`src/rtl/gfx_pkg.sv`:
```
package gfx_pkg;
  localparam int GFX_BYTE_W = 8;
  localparam int GFX_PLANES = 4;
  localparam int GFX_MODE_W = 2;

  // register numbers decoded from the index port
  localparam logic [GFX_BYTE_W-1:0] IDX_FILL_COLOR = 8'h00;
  localparam logic [GFX_BYTE_W-1:0] IDX_FILL_EN    = 8'h01;
  localparam logic [GFX_BYTE_W-1:0] IDX_REF_COLOR  = 8'h02;
  localparam logic [GFX_BYTE_W-1:0] IDX_MODE       = 8'h05;
  localparam logic [GFX_BYTE_W-1:0] IDX_CMP_EN     = 8'h07;

  // bit positions inside the mode register
  localparam int MODE_RD_BIT = 3;

  typedef enum logic [GFX_MODE_W-1:0] {
    WMODE_FILL = 2'd0,
    WMODE_1    = 2'd1,
    WMODE_2    = 2'd2,
    WMODE_3    = 2'd3
  } wr_mode_e;
endpackage

```
`src/rtl/gfx_regbank.sv`:
```
module gfx_regbank
  import gfx_pkg::*;
#(
  parameter int BYTE_W = GFX_BYTE_W,
  parameter int NPLANE = GFX_PLANES
) (
  input  logic              clk,
  input  logic              rst_n,
  input  logic              idx_we,
  input  logic              data_we,
  input  logic [BYTE_W-1:0] wdata,
  output logic [BYTE_W-1:0] rdata,
  output logic [NPLANE-1:0] fill_color,
  output logic [NPLANE-1:0] fill_en,
  output logic [NPLANE-1:0] ref_color,
  output logic [NPLANE-1:0] cmp_en,
  output logic              rd_mode,
  output wr_mode_e          wr_mode
);
  logic [BYTE_W-1:0] idx_q;
  logic [NPLANE-1:0] fill_color_q, fill_en_q, ref_color_q, cmp_en_q;
  logic              rd_mode_q;
  wr_mode_e          wr_mode_q;

  always_ff @(posedge clk) begin
    if (!rst_n) begin
      idx_q        <= '0;
      fill_color_q <= '0;
      fill_en_q    <= '0;
      ref_color_q  <= '0;
      cmp_en_q     <= '0;
      rd_mode_q    <= 1'b0;
      wr_mode_q    <= WMODE_FILL;
    end else begin
      if (idx_we) idx_q <= wdata;
      if (data_we) begin
        case (idx_q)
          IDX_FILL_COLOR: fill_color_q <= wdata[NPLANE-1:0];
          IDX_FILL_EN:    fill_en_q    <= wdata[NPLANE-1:0];
          IDX_REF_COLOR:  ref_color_q  <= wdata[NPLANE-1:0];
          IDX_CMP_EN:     cmp_en_q     <= wdata[NPLANE-1:0];
          IDX_MODE: begin
            rd_mode_q <= wdata[MODE_RD_BIT];
            wr_mode_q <= wr_mode_e'(wdata[GFX_MODE_W-1:0]);
          end
          default: ;
        endcase
      end
    end
  end

  always_comb begin
    rdata = '0;
    case (idx_q)
      IDX_FILL_COLOR: rdata[NPLANE-1:0] = fill_color_q;
      IDX_FILL_EN:    rdata[NPLANE-1:0] = fill_en_q;
      IDX_REF_COLOR:  rdata[NPLANE-1:0] = ref_color_q;
      IDX_CMP_EN:     rdata[NPLANE-1:0] = cmp_en_q;
      IDX_MODE: begin
        rdata[MODE_RD_BIT]    = rd_mode_q;
        rdata[GFX_MODE_W-1:0] = wr_mode_q;
      end
      default: rdata = '0;
    endcase
  end

  assign fill_color = fill_color_q;
  assign fill_en    = fill_en_q;
  assign ref_color  = ref_color_q;
  assign cmp_en     = cmp_en_q;
  assign rd_mode    = rd_mode_q;
  assign wr_mode    = wr_mode_q;

  AST_IDX_HOLD: assert property (@(posedge clk) disable iff (!rst_n) !idx_we |=> $stable(idx_q));
  AST_REF_LOAD: assert property (@(posedge clk) disable iff (!rst_n)
    (data_we && idx_q == IDX_REF_COLOR) |=> ref_color_q == $past(wdata[NPLANE-1:0]));
  AST_RSVD_ZERO: assert property (@(posedge clk) disable iff (!rst_n)
    (idx_q == IDX_REF_COLOR) |-> rdata[BYTE_W-1:NPLANE] == '0);
  AST_FILL_EN_KEEP: assert property (@(posedge clk) disable iff (!rst_n)
    (data_we && idx_q != IDX_FILL_EN) |=> $stable(fill_en_q));
endmodule

```
`src/rtl/gfx_wr_path.sv`:
```
module gfx_wr_path
  import gfx_pkg::*;
#(
  parameter int BYTE_W = GFX_BYTE_W,
  parameter int NPLANE = GFX_PLANES
) (
  input  logic                     clk,
  input  logic                     rst_n,
  input  logic                     cpu_wr_valid,
  input  logic [BYTE_W-1:0]        cpu_wr_data,
  input  logic                     plane_wr_ready,
  input  logic [NPLANE-1:0]        fill_color,
  input  logic [NPLANE-1:0]        fill_en,
  input  wr_mode_e                 wr_mode,
  output logic                     cpu_wr_ready,
  output logic [NPLANE-1:0]        plane_we,
  output logic [NPLANE*BYTE_W-1:0] plane_wdata
);
  logic fire;
  logic fill_mode;

  assign cpu_wr_ready = plane_wr_ready;
  assign fire         = cpu_wr_valid & plane_wr_ready;
  assign fill_mode    = (wr_mode == WMODE_FILL);
  assign plane_we     = {NPLANE{fire}};

  for (genvar p = 0; p < NPLANE; p++) begin : g_plane
    logic force_fill;
    assign force_fill = fill_mode & fill_en[p];
    assign plane_wdata[p*BYTE_W +: BYTE_W] =
      force_fill ? {BYTE_W{fill_color[p]}} : cpu_wr_data;

    AST_FILL_FORCED: assert property (@(posedge clk) disable iff (!rst_n)
      (wr_mode == WMODE_FILL && fill_en[p]) |->
        plane_wdata[p*BYTE_W +: BYTE_W] == {BYTE_W{fill_color[p]}});
    AST_CPU_PASS: assert property (@(posedge clk) disable iff (!rst_n)
      (wr_mode != WMODE_FILL || !fill_en[p]) |->
        plane_wdata[p*BYTE_W +: BYTE_W] == cpu_wr_data);
  end

  AST_NO_STROBE_STALL: assert property (@(posedge clk) disable iff (!rst_n)
    !cpu_wr_ready |-> plane_we == '0);
  AST_STROBE_ONEHOT_ALL: assert property (@(posedge clk) disable iff (!rst_n)
    (cpu_wr_valid && cpu_wr_ready) |-> $countones(plane_we) == NPLANE);
endmodule

```
`src/rtl/gfx_rd_path.sv`:
```
module gfx_rd_path
  import gfx_pkg::*;
#(
  parameter int BYTE_W = GFX_BYTE_W,
  parameter int NPLANE = GFX_PLANES
) (
  input  logic                     clk,
  input  logic                     rst_n,
  input  logic [NPLANE*BYTE_W-1:0] plane_rdata,
  input  logic [NPLANE-1:0]        ref_color,
  input  logic [NPLANE-1:0]        cmp_en,
  input  logic                     rd_mode,
  output logic [BYTE_W-1:0]        cpu_rd_data
);
  logic [NPLANE-1:0][BYTE_W-1:0] agree;
  logic [BYTE_W-1:0]             match;

  for (genvar p = 0; p < NPLANE; p++) begin : g_cmp
    // a plane left out of the comparison agrees on every bit
    assign agree[p] = ~(plane_rdata[p*BYTE_W +: BYTE_W] ^ {BYTE_W{ref_color[p]}})
                      | {BYTE_W{~cmp_en[p]}};
  end

  always_comb begin
    match = '1;
    for (int p = 0; p < NPLANE; p++) match &= agree[p];
  end

  assign cpu_rd_data = rd_mode ? match : plane_rdata[BYTE_W-1:0];

  AST_NONE_ENABLED_ONES: assert property (@(posedge clk) disable iff (!rst_n)
    (rd_mode && cmp_en == '0) |-> cpu_rd_data == '1);
  AST_MODE0_PLANE0: assert property (@(posedge clk) disable iff (!rst_n)
    !rd_mode |-> cpu_rd_data == plane_rdata[BYTE_W-1:0]);
endmodule

```
`src/rtl/gfx_plane_datapath.sv`:
```
module gfx_plane_datapath
  import gfx_pkg::*;
#(
  parameter int BYTE_W = GFX_BYTE_W,
  parameter int NPLANE = GFX_PLANES,
  localparam int BUS_W = NPLANE * BYTE_W
) (
  input  logic              clk,
  input  logic              rst_n,
  input  logic              reg_idx_we,
  input  logic              reg_data_we,
  input  logic [BYTE_W-1:0] reg_wdata,
  output logic [BYTE_W-1:0] reg_rdata,
  input  logic              cpu_wr_valid,
  output logic              cpu_wr_ready,
  input  logic [BYTE_W-1:0] cpu_wr_data,
  input  logic              plane_wr_ready,
  output logic [NPLANE-1:0] plane_we,
  output logic [BUS_W-1:0]  plane_wdata,
  input  logic [BUS_W-1:0]  plane_rdata,
  output logic [BYTE_W-1:0] cpu_rd_data
);
  logic [NPLANE-1:0] fill_color, fill_en, ref_color, cmp_en;
  logic              rd_mode;
  wr_mode_e          wr_mode;

  gfx_regbank #(.BYTE_W(BYTE_W), .NPLANE(NPLANE)) u_regs (
    .clk        (clk),
    .rst_n      (rst_n),
    .idx_we     (reg_idx_we),
    .data_we    (reg_data_we),
    .wdata      (reg_wdata),
    .rdata      (reg_rdata),
    .fill_color (fill_color),
    .fill_en    (fill_en),
    .ref_color  (ref_color),
    .cmp_en     (cmp_en),
    .rd_mode    (rd_mode),
    .wr_mode    (wr_mode)
  );

  gfx_wr_path #(.BYTE_W(BYTE_W), .NPLANE(NPLANE)) u_wr (
    .clk            (clk),
    .rst_n          (rst_n),
    .cpu_wr_valid   (cpu_wr_valid),
    .cpu_wr_data    (cpu_wr_data),
    .plane_wr_ready (plane_wr_ready),
    .fill_color     (fill_color),
    .fill_en        (fill_en),
    .wr_mode        (wr_mode),
    .cpu_wr_ready   (cpu_wr_ready),
    .plane_we       (plane_we),
    .plane_wdata    (plane_wdata)
  );

  gfx_rd_path #(.BYTE_W(BYTE_W), .NPLANE(NPLANE)) u_rd (
    .clk         (clk),
    .rst_n       (rst_n),
    .plane_rdata (plane_rdata),
    .ref_color   (ref_color),
    .cmp_en      (cmp_en),
    .rd_mode     (rd_mode),
    .cpu_rd_data (cpu_rd_data)
  );

  AST_WR_SAME_CYCLE: assert property (@(posedge clk) disable iff (!rst_n)
    (reg_data_we && cpu_wr_valid && cpu_wr_ready) |-> plane_we != '0);
endmodule

```
`config.mk`:
```
export PLATFORM = sky130hd
export DESIGN_NAME = gfx_plane_datapath
export DESIGN_NICKNAME = d
export VERILOG_FILES = /design/src/rtl/gfx_pkg.sv /design/src/rtl/gfx_regbank.sv /design/src/rtl/gfx_wr_path.sv /design/src/rtl/gfx_rd_path.sv /design/src/rtl/gfx_plane_datapath.sv
export SDC_FILE = /design/constraint.sdc
export NUM_CORES = 1
export LEC_CHECK = 0
export CAP_MARGIN = 20
export CORE_MARGIN = 10
export CORE_UTILIZATION = 50
export DETAILED_ROUTE_END_ITERATION = 10
export DONT_BUFFER_PORTS = 1
export PLACE_DENSITY_LB_ADDON = 0.12
export REMOVE_ABC_BUFFERS = 1
export SLEW_MARGIN = 40
export SYNTH_ARGS = -nofsm -noshare
export SYNTH_HDL_FRONTEND = slang
export SYNTH_SLANG_ARGS = --single-unit
export TNS_END_PERCENT = 50
```
`constraint.sdc`:
```
create_clock -name clk -period 3.2 [get_ports clk]
set_input_delay 0.16 -clock clk [delete_from_list [all_inputs] [get_ports clk]]
set_output_delay 0.16 -clock clk [all_outputs]
set_load 0.005 [all_outputs]
```
Word level (Yosys, flattened, before mapping)
Index checks and enable logic that the tools add are counted.
{ "word_totals": {"register_bits": 27, "output_inout_bits": 53, "input_bits": 54, "elab_cells": 50} }
{ "classes": {"muxes": 8, "reduce_logical": 7, "eq_ne": 4, "n_bitwise": 24} }
{ "op_table": {"columns": ["op", "count"], "rows": [
  ["two-way mux 8 bit", 5],
  ["NOT 8 bit", 4],
  ["OR 8 bit", 4],
  ["XOR 8 bit", 4],
  ["bitwise AND 8 bit", 3],
  ["equality test 8 x 3 -> 1 bit, second input constant", 2],
  ["one-hot mux 2 bit (5 select lines)", 1],
  ["AND reduction 2 bit", 5],
  ["equality test 8 x 1 -> 1 bit, second input constant", 1],
  ["equality test 8 x 2 -> 1 bit, second input constant", 1],
  ["zero test 8 bit", 1],
  ["bitwise AND 1 bit", 5],
  ["one-hot mux 1 bit (5 select lines)", 1],
  ["NOT 1 bit", 4],
  ["one-hot mux 1 bit (4 select lines)", 1],
  ["zero test 2 bit", 1]
]} }

Longest topological paths before layout
Gate-level depths: netlist of run 1.
{ "depth": {"word_depth": 7, "mapped_depth": 5, "ltp_nobuf": 4} }

Cells and area by module
From an unflattened synthesis of run 1, not the netlist that was laid out.
{ "hier_totals": {"cells_unflattened": 265, "hier_area_um2": 2323.5} }
{ "by_module_without_submodules": {"columns": ["mod", "n_inst", "cells_per_inst", "area_per_inst_um2", "seq_area_each_um2"], "rows": [
  ["gfx_regbank", 1, 129, 1260.0, 540.5],
  ["gfx_rd_path", 1, 82, 629.4, 0.0],
  ["gfx_wr_path", 1, 54, 434.2, 0.0]
]} }

Worst setup path before layout of run 1
OpenSTA, ideal clock, no wires.
{ "synth_path": {"path_type": "flip-flop to output port", "from": "register u_regs.ref_color_q[2], in the netlist u_regs.ref_color[2]", "to": "output cpu_rd_data[0]", "required_time_ns": 3.040, "path_buffers": 1, "stages_incl_launch_ff": 6, "t_arrival_ns": 1.161, "setup_slack_ns": 1.879, "path_cell_list": "dfxtp_1 > buf_2 > xor2_1 > a222oi_1 > inv_1 > a21oi_1"} }
{ "synth_between": {"elab_chain_len": 6} }
{ "synth_lines": {"columns": ["element", "line_no", "source"], "rows": [
  ["start, declared", "gfx_regbank.sv:21", "logic [NPLANE-1:0] fill_color_q, fill_en_q, ref_color_q, cmp_en_q;"],
  ["start signal, assigned", "gfx_regbank.sv:40", "IDX_REF_COLOR: ref_color_q <= wdata[NPLANE-1:0];"],
  ["XOR 8 bit", "gfx_rd_path.sv:20", "assign agree[p] = ~(plane_rdata[p*BYTE_W +: BYTE_W] ^ {BYTE_W{ref_color[p]}})"],
  ["NOT 8 bit", "gfx_rd_path.sv:20", null],
  ["OR 8 bit", "gfx_rd_path.sv:21", "| {BYTE_W{~cmp_en[p]}};"],
  ["bitwise AND 8 bit (2 in series)", "gfx_rd_path.sv:26", "for (int p = 0; p < NPLANE; p++) match &= agree[p];"],
  ["two-way mux 8 bit", "gfx_rd_path.sv:29", "assign cpu_rd_data = rd_mode ? match : plane_rdata[BYTE_W-1:0];"],
  ["end, declared", "gfx_plane_datapath.sv:21", "output logic [BYTE_W-1:0] cpu_rd_data"]
]} }
No other way between the ends.

Worst setup path in the final report of run 1
{ "layout_path": {"from": "register u_regs.rd_mode_q, in the netlist u_regs.rd_mode", "to": "output cpu_rd_data[6]"} }
{ "layout_between": {"elab_chain_len": 1} }
{ "layout_lines": {"columns": ["element", "line_no", "source"], "rows": [
  ["start, declared", "gfx_regbank.sv:22", "logic rd_mode_q;"],
  ["start signal, assigned", "gfx_regbank.sv:43", "rd_mode_q <= wdata[MODE_RD_BIT];"],
  ["two-way mux 8 bit", "gfx_rd_path.sv:29", null]
]} }
No other way between the ends.

==> reports/results.txt, run 1 <==
The run finished with clean final reports. The final period utilization is 63.89%, and the clock net sink count is 27. Total of cells resized after clock tree synthesis: 0. The number of antenna violations at the first check in global routing came out at 0.

In the post-synthesis netlist, the biggest area contributors are sky130_fd_sc_hd__dfxtp_1 26%, sky130_fd_sc_hd__mux2i_1 13%, sky130_fd_sc_hd__a21o_1 11%. For the reported leakage power, the log shows 1.133 nW. The worst setup path is launched from a flip-flop. Data on the critical path is required at its endpoint by 3.04 ns. Total power for the finished layout comes to 0.0006529 W.

The post-CTS setup buffer count is 0. For this run, the top clock speed supported by timing is 0.4891 GHz. The floorplan step defined a die boundary enclosing 7194 um^2. The number of placed instances, taps included was 279; the setup-violating endpoint count in the final report was 0. The count of nets after finishing came out at 288. The worst hold path begins at rst_n. The layout-stage area growth over the synthesis result came out at -1.608%. By instance count, the leading cell after synthesis is sky130_fd_sc_hd__nand2_1. After clock tree synthesis, the clock-pin slew on the worst setup and hold paths is 0.09 ns.

For the final routed database, the setup TNS stands at 0 ns. The count of buffers added on input and output ports is 0. The type of destination of the critical path was a primary output. Count of distinct cell types in the synthesized netlist: 37. Setup repair after global routing left no endpoint under its margin. The tools report the DRC violation count after routing as 0.

The tightest min-delay check is of the in2reg type. The library cell occupying the most area in the post-synthesis netlist is sky130_fd_sc_hd__dfxtp_1. Effective utilization at floorplan: 52.14%. The share of synthesized area in the top cell type comes to 25.73%.

The floorplan has 23 rows. In the final routed layout, each cell accounts on average for 20.83 um. For this run the aggregate overflow at the end of global routing stands at 0. The total count of max-transition violations in the final report was 0; the final non-filler cell total was 283.

The maximum number of buffers from clock root to sink was 2; the wire length reported by the detailed router was 5896 um. The async set-or-reset flop fraction in the synthesized netlist works out to 0%. The tightest hold path in the finished design has a slack of 0.02122 ns. Dividing total power by cell area gives a power density of 315.9 nW/um^2. The logs give 32 for the pin count of the biggest net entering global routing and 0.27 ns for the insertion delay to the later sink of the worst-skew pair. From left edge to right edge, the die measures 84.82 um. The routed design could run at a clock period as short as 2.044 ns. TritonCTS built the clock tree. The worst register-to-register path begins at u_regs.idx_q[3]. Cells with a size suffix above 1 make up 4.292% of the layout.

The share of the core filled with cells in the final layout is 51.30%, and the max-slew headroom at the worst pin is 61.29%. The H-tree depth came out at 1. The run gives 0 as the hold violation count in the final report. The HPWL after detailed placement is 4615 um. The summed instance area of the synthesized netlist came out at 2101 um^2. Detailed routing inserted a total of 1,695 vias. The first global-routing pass estimated 9156 um of wire.

The first TritonRoute pass finished after 4 iterations. For this design, the CTS-stage hold fixing added 0 buffers. In this run, CTS created clock tree buffers numbering 3. The logs give 412 for the count of filler cells inserted in the layout and 1,713 for the via count of the first global-routing pass. The tools report the worst endpoint data arrival time as 1.88 ns. CTS placed an instance of sky130_fd_sc_hd__clkbuf_8 at the clock tree root. The commonest register cell after synthesis was sky130_fd_sc_hd__dfxtp_1. 107 I/O pins were placed. Yosys mapped a number of flops with a built-in enable equal to 0. The worst clock skew is 0.002796 ns.

The synthesized design contains 27 register bits. The synthesized area per cell is 8.271 um^2, and the number of synthesis warnings is 0. Across the run, the number of max-cap violations was 0.

The post-synthesis cell count is 254. Across every metal layer, demand over resource in global routing totals 15.16%. The worst ir drop on vdd was 0.2355 mV; the detailed-route vias per instance was 5.989. The tools report the violation count after the first detailed-routing iteration as 151. For the pin with the worst max-slew slack, the measured transition is 0.5799 ns.

The worst setup path category was reg2out. After floorplanning, the core was sized to cover 4029 um^2. Number of nets with antenna violations after detailed routing: 0.

In this run the vertical extent of the chip is 84.82 um. Of all nets on the critical path, the largest fanout is 20. 0 antenna diodes ended up in the layout. Of the synthesized area, sequential elements account for 25.73%. The critical path starts at u_regs.rd_mode. The congestion estimate from routability-driven global placement came to 0.7996.

Counting instances in the post-synthesis netlist gives the leading cell types as 36 x sky130_fd_sc_hd__nand2_1, 32 x sky130_fd_sc_hd__a21o_1, 28 x sky130_fd_sc_hd__mux2i_1, 27 x sky130_fd_sc_hd__dfxtp_1, 24 x sky130_fd_sc_hd__xor2_1.
-- where the power goes --
group,switching [W],leakage (nW),internal (W)
Combinational,0.0000517,0.891,0.0000500
Clock,0.000102,0.0228,0.0000891
Sequential,0.0000139,0.219,0.000346
Total,0.000168,1.13,0.000485
-- metrics by stage --
stage / setup slack [ns] / cell area [um^2]
detailed placement: 1.455 / 2022
floorplan: 1.705 / 1959
global placement: 1.469 / 2022
global route: 0.9655 / 2067
finish: 1.156 / 2067
CTS: 1.146 / 2067
-- worst max-delay path, stage by stage, from the launching register on --
cell                       delay, ns
sky130_fd_sc_hd__dfxtp_1        0.70
sky130_fd_sc_hd__a21boi_1       0.55
sky130_fd_sc_hd__o221ai_1       0.18
sky130_fd_sc_hd__a21oi_1        0.19
-- worst paths after layout --
kind | slack (ns) | end | cells after the start
worst max register to register | 1.63 | u_regs.fill_en[1] | 4
worst min-delay path | 0.02 | u_regs.idx_q[3] | 1
worst max-delay path | 1.16 | cpu_rd_data[6] | 3
worst min register to register | 0.49 | u_regs.wr_mode[1] | 2
-- flip-flops by register name, summed over array words and instances (netlist names) --
signal             cells
u_regs.fill_color      4
u_regs.ref_color       4
u_regs.fill_en         4
u_regs.wr_mode         2
u_regs.idx_q           8
u_regs.cmp_en          4
u_regs.rd_mode         1
-- cell families after synthesis --
family	count (synthesis)	synth area share, %
buf+inv	36	8.695
compound gates	67	23.05
mux	31	14.95
xor+xnor	24	10.01
flops	27	25.73
simple gates	68	17.39
other cells	1	0.1785
-- per-layer routing --
metal  GRT usage [%]  share of wire, %  up-vias
met3           5.354               8.7        4
li1                -                 -      840
met5               0                 0        -
met4           2.695              0.64        0
met1           18.67                42      792
met2           25.05                49       59
-- placed cells by master (no fill, tap or decap), types with 2 or more instances in the layout --
cell type / synthesis / final
sky130_fd_sc_hd__clkbuf_8: 0 / 3
sky130_fd_sc_hd__a21o_1: 32 / 32
sky130_fd_sc_hd__dfxtp_1: 27 / 27
sky130_fd_sc_hd__o21ai_1: 2 / 2
sky130_fd_sc_hd__and3_1: 6 / 6
sky130_fd_sc_hd__inv_1: 7 / 7
sky130_fd_sc_hd__a22oi_1: 4 / 4
sky130_fd_sc_hd__nand2_2: 3 / 3
sky130_fd_sc_hd__a21oi_1: 11 / 11
sky130_fd_sc_hd__mux2_1: 3 / 3
sky130_fd_sc_hd__nor2_1: 3 / 3
sky130_fd_sc_hd__nor2b_1: 8 / 8
sky130_fd_sc_hd__o22ai_1: 7 / 7
sky130_fd_sc_hd__mux2i_1: 28 / 28
sky130_fd_sc_hd__a222oi_1: 8 / 8
sky130_fd_sc_hd__nor3b_1: 2 / 2
sky130_fd_sc_hd__xor2_1: 24 / 24
sky130_fd_sc_hd__conb_1: 1 / 4
sky130_fd_sc_hd__nand2_1: 36 / 36
-- cell type report --
| class | count | area (um^2) | share of cell area [%] |
|---|---|---|---|
| multi-input cells | 194 | 1389 | 67.19 |
| flip-flops and latches | 27 | 540.5 | 26.15 |
| well taps | 50 | 62.56 | 3.027 |
| clock buffers | 4 | 45.04 | 2.179 |
| inverters | 8 | 30.03 | 1.453 |
Note: power is estimated with default switching activity, not from simulation.
==> inputs of run 2 (changes only) <==
Settings changed: ABC_AREA set to 1.
Clock period 3.2 ns to 2.04 ns, I/O delays scaled along.
==> reports/results.txt, run 2 <==
The count of distinct cell types in the synthesized netlist was 24 (was 37); the H-tree depth was 1 (unchanged). The tools report the effective utilization at floorplan as 51.03% (was 52.14%). The run gives 452 (was 254) as the post-synthesis cell count. The tools report the number of antenna violations at the first check in global routing as 0 (unchanged). The area share of the largest cell type after synthesis is 22.72% (was 25.73%), and the post-route total power is 0.001092 W (was 0.0006529 W). The required time of the critical path was 1.94 ns (was 3.04 ns). The run gives 0 (unchanged) as the count of inserted antenna diode cells.

The pin count of the biggest net entering global routing is 27 (was 32). The maximum cell stage delay along the critical path works out to 0.38 ns (was 0.70 ns). For the number of synthesis warnings, the log shows 0 (unchanged). The run gives 0 (unchanged) as the number of nets with antenna violations after detailed routing.

The slowest stage cell on the critical path was sky130_fd_sc_hd__nor2_1 (was sky130_fd_sc_hd__dfxtp_1). The detailed-route vias per instance was 5.238 (was 5.989). Instance area at placement: 2308 um^2 (was 2022 um^2). The share of layout cells above drive strength 1 was 4.270% (was 4.292%); the fraction of the mapped netlist area in simple logic gates was 53.29% (was 17.39%). The run gives 5456 um (was 4615 um) as the HPWL after detailed placement. The vertical die dimension was 88.97 um (was 84.82 um); the number of flops mapped to enable cells by yosys was 0 (unchanged). The logs give 4661 um^2 (was 4029 um^2) for the core area and 499 (was 283) for the final non-filler cell total.

The largest register by flop count is u_regs.idx_q (unchanged). The summed instance area of the synthesized netlist was 2379 um^2 (was 2101 um^2); the async set-or-reset flop fraction in the synthesized netlist was 0% (unchanged). The total count of max-transition violations in the final report was 0 (unchanged). The setup-violating endpoint count in the final report was 0 (unchanged); the fraction of the mapped netlist area in compound gates was 10.73% (was 23.05%).

The adder and majority cell fraction of the synthesized area was 0% (unchanged). The final critical path takes up 83.14% of the cycle. The run gives 52.2% (was 55.1%) as the sequential cell fraction of total power.

The total of cells resized after clock tree synthesis was 0 (unchanged); the number of I/O port buffers was 0 (unchanged). The die boundary width is 88.97 um (was 84.82 um). The worst clock skew came out at 0.001837 ns (was 0.002796 ns). The sum of negative setup slack is 0 ns (unchanged), and the number of placed instances, taps included is 483 (was 279). The worst endpoint data arrival time is 1.59 ns (was 1.88 ns), and the maximum number of buffers from clock root to sink is 2 (unchanged). The hold violation count in the final report was 0 (unchanged); the clock power share was 27.7% (was 29.3%). In this design, the critical path's most frequently occurring cell is sky130_fd_sc_hd__nand2_1.

The run gives 3 (unchanged) as the total clock buffers created by CTS. The combinational family with the most area after synthesis was simple AND/OR/NAND/NOR gates (was compound AO/OA/AOI/OAI gates). Top post-synthesis cells by area: sky130_fd_sc_hd__dfxtp_1 23%, sky130_fd_sc_hd__nand2_1 21%, sky130_fd_sc_hd__nor2_1 20% (was sky130_fd_sc_hd__dfxtp_1 26%, sky130_fd_sc_hd__mux2i_1 13%, sky130_fd_sc_hd__a21o_1 11%). The run finished with clean final reports. The minimum clock period came out at 1.696 ns. The tools report the count of nets after finishing as 500 (was 288).

The I/O pin total was 107 (unchanged); the mean routed wirelength per cell was 14.30 um (was 20.83 um). The wire length of the first global-routing pass is 11,180 um (was 9156 um). Sequence of cells on the critical path: inv_1 > nand2_1 > nor2_1 > nand2_1 > o21ai_0 (was a21boi_1 > o221ai_1 > a21oi_1). The insertion delay to the later sink of the worst-skew pair was 0.27 ns (about the same). The count of filler cells inserted in the layout was 497 (was 412). The worst ir drop on vdd was 0.3400 mV (was 0.2355 mV). The fraction of synthesized cell area in xor and xnor cells works out to 0% (was 10.01%). The number of synthesized register bits is 27 (unchanged). The power per unit of standard cell area was 442.2 nW/um^2 (was 315.9 nW/um^2); the max-slew headroom at the worst pin was 62.64% (was 61.29%). The via count of the first global-routing pass is 2,261 (was 1,713). Commonest cells after routing, fill and taps aside: 132 x sky130_fd_sc_hd__nand2_1, 129 x sky130_fd_sc_hd__nor2_1, 40 x sky130_fd_sc_hd__o21ai_0 (was 36 x sky130_fd_sc_hd__nand2_1, 32 x sky130_fd_sc_hd__a21o_1, 28 x sky130_fd_sc_hd__mux2i_1). Number of hold-repair buffers added at the cts stage: 12 (was 0).

The class of the most critical hold timing path is in2reg (unchanged). The most common library cell in the layout ignoring fill and taps was sky130_fd_sc_hd__nand2_1 (unchanged). The leading cell type by number of instances after synthesis was sky130_fd_sc_hd__nand2_1 (unchanged).

For the internal power, the log shows 0.0007618 W (was 0.0004852 W). The synthesized area per cell was 5.262 um^2 (was 8.271 um^2); the final hold slack was 0.0008965 ns (was 0.02122 ns). The logs give 1.057 nW (was 1.133 nW) for the reported leakage power and 0 (unchanged) for the count of maximum capacitance violations.

The final standard cell area without fillers came out at 2469 um^2 (was 2067 um^2). The type of destination of the critical path is a primary output (unchanged). For the wire length reported by the detailed router, the log shows 7137 um (was 5896 um). The tools report the root buffer cell as sky130_fd_sc_hd__clkbuf_8 (unchanged). Weighted congestion at the end of routability-driven global placement: 0.8659 (was 0.7996). The worst setup path category was reg2out (unchanged). Multiplexer share of the synthesized area: 0% (was 14.95%).

The number of flip-flops in the largest register is 8 (unchanged), and the post-CTS setup buffer count is 0 (unchanged). The area of the die is 7916 um^2 (was 7194 um^2). Synth cell count leaders: 132 x sky130_fd_sc_hd__nand2_1, 129 x sky130_fd_sc_hd__nor2_1, 40 x sky130_fd_sc_hd__o21ai_0, 34 x sky130_fd_sc_hd__inv_1, 27 x sky130_fd_sc_hd__dfxtp_1 (was 36 x sky130_fd_sc_hd__nand2_1, 32 x sky130_fd_sc_hd__a21o_1, 28 x sky130_fd_sc_hd__mux2i_1, 27 x sky130_fd_sc_hd__dfxtp_1, 24 x sky130_fd_sc_hd__xor2_1). Slew at the pin closest to its max-slew limit: 0.5597 ns (was 0.5799 ns). The proportion of total power due to net switching is 30.22% (was 25.69%), and the register area share after synthesis is 22.72% (was 25.73%). TritonCTS built the clock tree. The library cell occupying the most area in the post-synthesis netlist was sky130_fd_sc_hd__dfxtp_1 (unchanged). Timing would allow up to 0.5896 GHz. The tools report the setup slack on the worst flop-to-flop path as 0.77 ns (was 1.63 ns).

The run gives 25 (was 23) as the count of standard-cell rows. The global routing usage summed across all routing layers is 17.32% (was 15.16%), and the total via count after detailed routing is 2,614 (was 1,695). The logs give 20.1% (was 15.6%) for the portion of total power attributed to combinational logic and 27 (unchanged) for the clock net sink count. The tools report the kind of start point of the critical path as a flip-flop (unchanged). Setup repair after global routing left no endpoint under its margin. The violation count after the first detailed-routing iteration was 211 (was 151).

The logs give 0.0003299 W (was 0.0001677 W) for the net load switching power and 0 (unchanged) for the sum of overflow across all layers after global routing. The layout-stage area growth over the synthesis result was 3.788% (was -1.608%). The top fanout value on the critical path is 9 (was 20). For the DRC violation count after routing, the log shows 0 (unchanged). The detailed-router iteration count before antenna repair was 5 (was 4). The clock-pin transition on the worst setup and hold timing paths was 0.09 ns (about the same). Commonest register cell after synthesis: sky130_fd_sc_hd__dfxtp_1 (unchanged).
[run 2: cell count changes after synthesis, sizes merged, moves of 24 or more]
cell	before	now
a21o	32	0
inv	8	35
mux2i	28	0
nand2	39	135
nor2	3	135
o21ai	2	43
xor2	24	0
[run 2: layout make-up]
type                            instances  area [um^2]  area share [%]
Timing Repair Buffer                   14        130.1           5.271
Tap cell                               54        67.56           2.737
Multi-Input combinational cell        361         1538           62.29
Inverter                               39        147.6           5.981
Clock buffer                            4        45.04           1.825
Sequential cell                        27        540.5           21.90
[run 2: per-stage QoR]
| stage | util [%] | setup WS [ns] |
|---|---|---|
| after floorplan | - | 0.7758 |
| after global placement | 49.53 | 0.7533 |
| after detailed placement | 49.53 | 0.6890 |
| after CTS | 53.07 | 0.3763 |
| after global routing | 52.97 | 0.1720 |
| final | 52.97 | 0.3439 |
[run 2: logic make-up (layout without fill, tap and decap cells)]
group                  count (synthesis)  count (layout)
and+or+nand+nor                      306             306
buffers and inverters                 67              57
DFF                                   27              27
AOI/OAI and AO/OA                     51              51
other                                  1               4
[run 2: worst max-delay path, delay by kind of cell, from the launching register on]
family	cells	cell delay [ns]
and+or+nand+nor	3	0.74
DFF	1	0.31
AOI/OAI and AO/OA	1	0.20
buffers and inverters	1	0.08
[run 2: worst paths after layout]
check                                       start                  end  cells after the start
worst max-delay path            u_regs.wr_mode[0]      plane_wdata[25]                      5
worst min-delay path                   reg_idx_we      u_regs.idx_q[4]                      2
worst max register to register    u_regs.idx_q[1]  u_regs.ref_color[3]                      6
worst min register to register  u_regs.fill_en[3]    u_regs.fill_en[3]                      2
[run 2: power by group through the flow]
| stage | sequential (W) | combinational [W] | clock [W] |
|---|---|---|---|
| finish | 0.000570 | 0.000219 | 0.000303 |
| global route | 0.000574 | 0.000253 | 0.000338 |
| CTS | 0.000570 | 0.000220 | 0.000311 |
| detailed placement | 0.000582 | 0.000191 | 0 |
| global placement | 0.000581 | 0.000191 | 0 |
| floorplan | 0.000576 | 0.000153 | 0 |
[run 2: per-layer routing]
| layer | track usage [%] | part of all wire [%] | vias up |
|---|---|---|---|
| li1 | - | - | 1373 |
| met1 | 24.06 | 45 | 1131 |
| met2 | 26.99 | 44 | 106 |
| met3 | 4.831 | 11 | 4 |
| met4 | 1.301 | 0.32 | 0 |
| met5 | 0 | 0 | - |
==> inputs of run 3 (changes only) <==
Clock period 2.04 ns to 1.41 ns, I/O delays scaled along.
==> reports/results.txt, run 3 (same netlist as run 2, synthesis figures left out) <==
The tools report the root buffer cell as sky130_fd_sc_hd__clkbuf_8 (unchanged). The logs give 0 (unchanged) for the hold violation count in the final report and 0.9179 (was 0.8659) for the weighted congestion at the end of routability-driven global placement. The run gives -0.01976 ns (was 0.3439 ns) as the final worst-path setup slack.

The instance area at placement is 2369 um^2 (was 2308 um^2), and the slew at the pin closest to its max-slew limit is 0.7047 ns (was 0.5597 ns). The largest register by flop count was u_regs.idx_q (unchanged). The number of I/O port buffers came out at 0 (unchanged). The net load switching power was 0.0005679 W (was 0.0003299 W). Setup-violating endpoint count in the final report: 2 (was 0).

After layout, the minimum clock period comes to 1.430 ns. The run gives 1.230 nW (was 1.057 nW) as the reported leakage power. The worst ir drop on vdd was 0.6134 mV (was 0.3400 mV); the detailed-route vias per instance was 5.360 (was 5.238). The count of standard-cell rows is 25 (unchanged). The setup slack on the worst flop-to-flop path came out at 0.10 ns (was 0.77 ns). Cell family contributing the most delay on the critical path: simple AND/OR/NAND/NOR gates (unchanged). The worst setup path category was reg2out (unchanged).

The run gives 26.2% (was 27.7%) as the clock power share. The pin count of the biggest net entering global routing is 27 (unchanged). The count of nets after finishing came out at 523 (was 500). The tools report the post-route total power as 0.001731 W (was 0.001092 W).

The class of the most critical hold timing path was in2reg (unchanged). The vertical die dimension came out at 88.97 um (unchanged). The total buffers and inverters traversed by the critical path is 0 (was 1), and the wire length of the first global-routing pass is 11,540 um (was 11,180 um).

The proportion of total power due to net switching was 32.80% (was 30.22%). Core area: 4661 um^2 (unchanged). The count of filler cells inserted in the layout was 475 (was 497); the wire length reported by the detailed router was 8141 um (was 7137 um).

The worst clock skew was 0.004053 ns (was 0.001837 ns). For the insertion delay to the later sink of the worst-skew pair, the log shows 0.28 ns (was 0.27 ns). The run gives 1.36 ns (was 1.59 ns) as the worst endpoint data arrival time. Maximum number of buffers from clock root to sink: 2 (unchanged).

The hold-critical path endpoint was u_regs.idx_q[7] (was u_regs.idx_q[4]). The number of instances on the worst hold path came out at 3 (was 2). The total clock buffers created by CTS was 3 (unchanged); the maximum cell stage delay along the critical path was 0.34 ns (was 0.38 ns).

Top fanout value on the critical path: 8 (was 9). Commonest cells after routing, fill and taps aside: 115 x sky130_fd_sc_hd__nand2_1, 110 x sky130_fd_sc_hd__nor2_1, 33 x sky130_fd_sc_hd__inv_1 (was 132 x sky130_fd_sc_hd__nand2_1, 129 x sky130_fd_sc_hd__nor2_1, 40 x sky130_fd_sc_hd__o21ai_0). The violation count after the first detailed-routing iteration was 180 (was 211). The global routing usage summed across all routing layers came out at 17.84% (was 17.32%). The tools report the via count of the first global-routing pass as 2,374 (was 2,261). The run gives 1.34 ns (was 1.94 ns) as the required time of the critical path. The power per unit of standard cell area is 597.0 nW/um^2 (was 442.2 nW/um^2). TritonCTS built the clock tree. The cell depth of the worst flop-to-flop path is 7 (was 6). The area of the die came out at 7916 um^2 (unchanged).

The tools report the startpoint of the worst hold path as reg_idx_we (unchanged). The number of flip-flops in the largest register was 8 (unchanged). The most common library cell in the layout ignoring fill and taps was sky130_fd_sc_hd__nand2_1 (unchanged). The number of antenna violations at the first check in global routing is 0 (unchanged), and the H-tree depth is 1 (unchanged).

For the sequential cell fraction of total power, the log shows 47.5% (was 52.2%). The HPWL after detailed placement was 5495 um (was 5456 um); the count of inserted antenna diode cells was 0 (unchanged). The final standard cell area without fillers is 2900 um^2 (was 2469 um^2). The cell occurring most often along the worst timing path was sky130_fd_sc_hd__nand2_1 (unchanged).

The clock-pin transition on the worst setup and hold timing paths was 0.10 ns (was 0.09 ns). The mean routed wirelength per cell was 15.60 um (was 14.30 um); the I/O pin total was 107 (unchanged). Setup repair after global routing could not meet its margin everywhere. The share of layout cells above drive strength 1 was 21.37% (was 4.270%). The total count of max-transition violations in the final report was 0 (unchanged). The final reports fail on negative setup slack.

The type of destination of the critical path is a primary output (unchanged). The run gives 51.03% (unchanged) as the effective utilization at floorplan. The tools report the worst reg2reg path endpoint as u_regs.fill_en[1] (was u_regs.ref_color[3]). The layout-stage area growth over the synthesis result is 21.94% (was 3.788%). The slowest stage cell on the critical path is sky130_fd_sc_hd__dfxtp_2 (was sky130_fd_sc_hd__nor2_1).

The final period utilization works out to 101.4%. The number of nets with antenna violations after detailed routing was 0 (unchanged). The worst reg2reg path startpoint was u_regs.idx_q[5] (was u_regs.idx_q[1]). For the total via count after detailed routing, the log shows 2,798 (was 2,614). The clock net sink count was 27 (unchanged). The run gives 0.001163 W (was 0.0007618 W) as the internal power. The flow ran to the end, but the final reports show violations.

Sequence of cells on the critical path: nor2_4 > nand2_8 > nor2_4 > nand2_1 > nand2_1 > nor2_1 > nand2_1 (was inv_1 > nand2_1 > nor2_1 > nand2_1 > o21ai_0). The tools report the kind of start point of the critical path as a flip-flop (unchanged). The top achievable clock speed came out at 0.6994 GHz.

For the count of maximum capacitance violations, the log shows 0 (unchanged). Portion of total power attributed to combinational logic: 26.2% (was 20.1%). The run gives 4 (was 5) as the detailed-router iteration count before antenna repair. DRC violation count after routing: 0 (unchanged).

The die boundary width came out at 88.97 um (unchanged). The logs give 0 (unchanged) for the sum of overflow across all layers after global routing and 52.86% (was 62.64%) for the max-slew headroom at the worst pin.
run 3: cell count changes in the layout (fill, tap and decap cells not counted), sizes merged:
cell	previous run	this run
clkinvlp	0	4
inv	35	36
dlymetal6s4s	0	1
buf	3	22
clkinv	4	2
run 3: metal layers:
layer / GRT usage (%) / part of all wire, % / vias to the layer above
met5: 0 / 0 / -
met4: 2.601 / 0.91 / 0
met3: 4.740 / 9.0 / 11
met2: 29.85 / 49 / 101
met1: 22.82 / 41 / 1259
li1: - / - / 1427
run 3: through the flow:
step                cells  TNS [ns]  setup slack (ns)  util (%)  hold slack, ns
finish                522  -0.02420          -0.01976     62.23        0.006543
global route          522   -0.6168           -0.1194     62.23         0.01012
CTS                   512  -0.01548          -0.01272     56.30        0.004956
detailed placement    491         0            0.2121     50.82          0.1411
global placement      491         0            0.2374     50.82          0.1411
floorplan             427         0            0.1569         -          0.1410
run 3: layout make-up:
cell class                      count  area (um^2)  share of cell area (%)
Clock buffer                        4        45.04                   1.553
Inverter                           39        166.4                   5.738
Multi-Input combinational cell    361         1724                   59.45
Sequential cell                    27        566.8                   19.54
Tap cell                           54        67.56                   2.330
Timing Repair Buffer               34        311.5                   10.74
Timing Repair inverter              3        18.77                  0.6471
run 3: what timing repair did:
item / 4_1_cts / 5_1_grt
hold endpoints to repair: 27 / 0
hold buffers: 13 / 0
gates cloned: 0 / 7
pin swaps: 6 / 24
setup buffers: 4 / 4
endpoints found under the setup margin: 12 / 46
gates resized for setup: 16 / 86
run 3: worst max-delay path by stage:
stage / start / endpoint / slack (ns) / cells past startpoint
after floorplan: u_regs.idx_q[6] / u_regs.fill_color[0] / 0.16 / 6
after global placement: u_regs.idx_q[2] / reg_rdata[0] / 0.24 / 8
after detailed placement: u_regs.idx_q[6] / reg_rdata[3] / 0.21 / 7
after CTS: u_regs.idx_q[5] / reg_rdata[0] / -0.01 / 8
after global routing: u_regs.idx_q[5] / reg_rdata[0] / -0.12 / 7
final: u_regs.idx_q[5] / reg_rdata[0] / -0.02 / 7
run 3: power groups by stage:
stage / sequential, W / combinational, W / clock [W]
global route: 0.000828 / 0.000507 / 0.000486
global placement: 0.000833 / 0.000288 / 0
CTS: 0.000823 / 0.000375 / 0.000456
detailed placement: 0.000834 / 0.000292 / 0
finish: 0.000823 / 0.000454 / 0.000454
floorplan: 0.000834 / 0.000222 / 0
run 3: tightest hold or removal path, stage by stage:
cell and delay, ns:
sky130_fd_sc_hd__inv_1 0.04, sky130_fd_sc_hd__nor2_1 0.09, sky130_fd_sc_hd__nor2_1 0.05
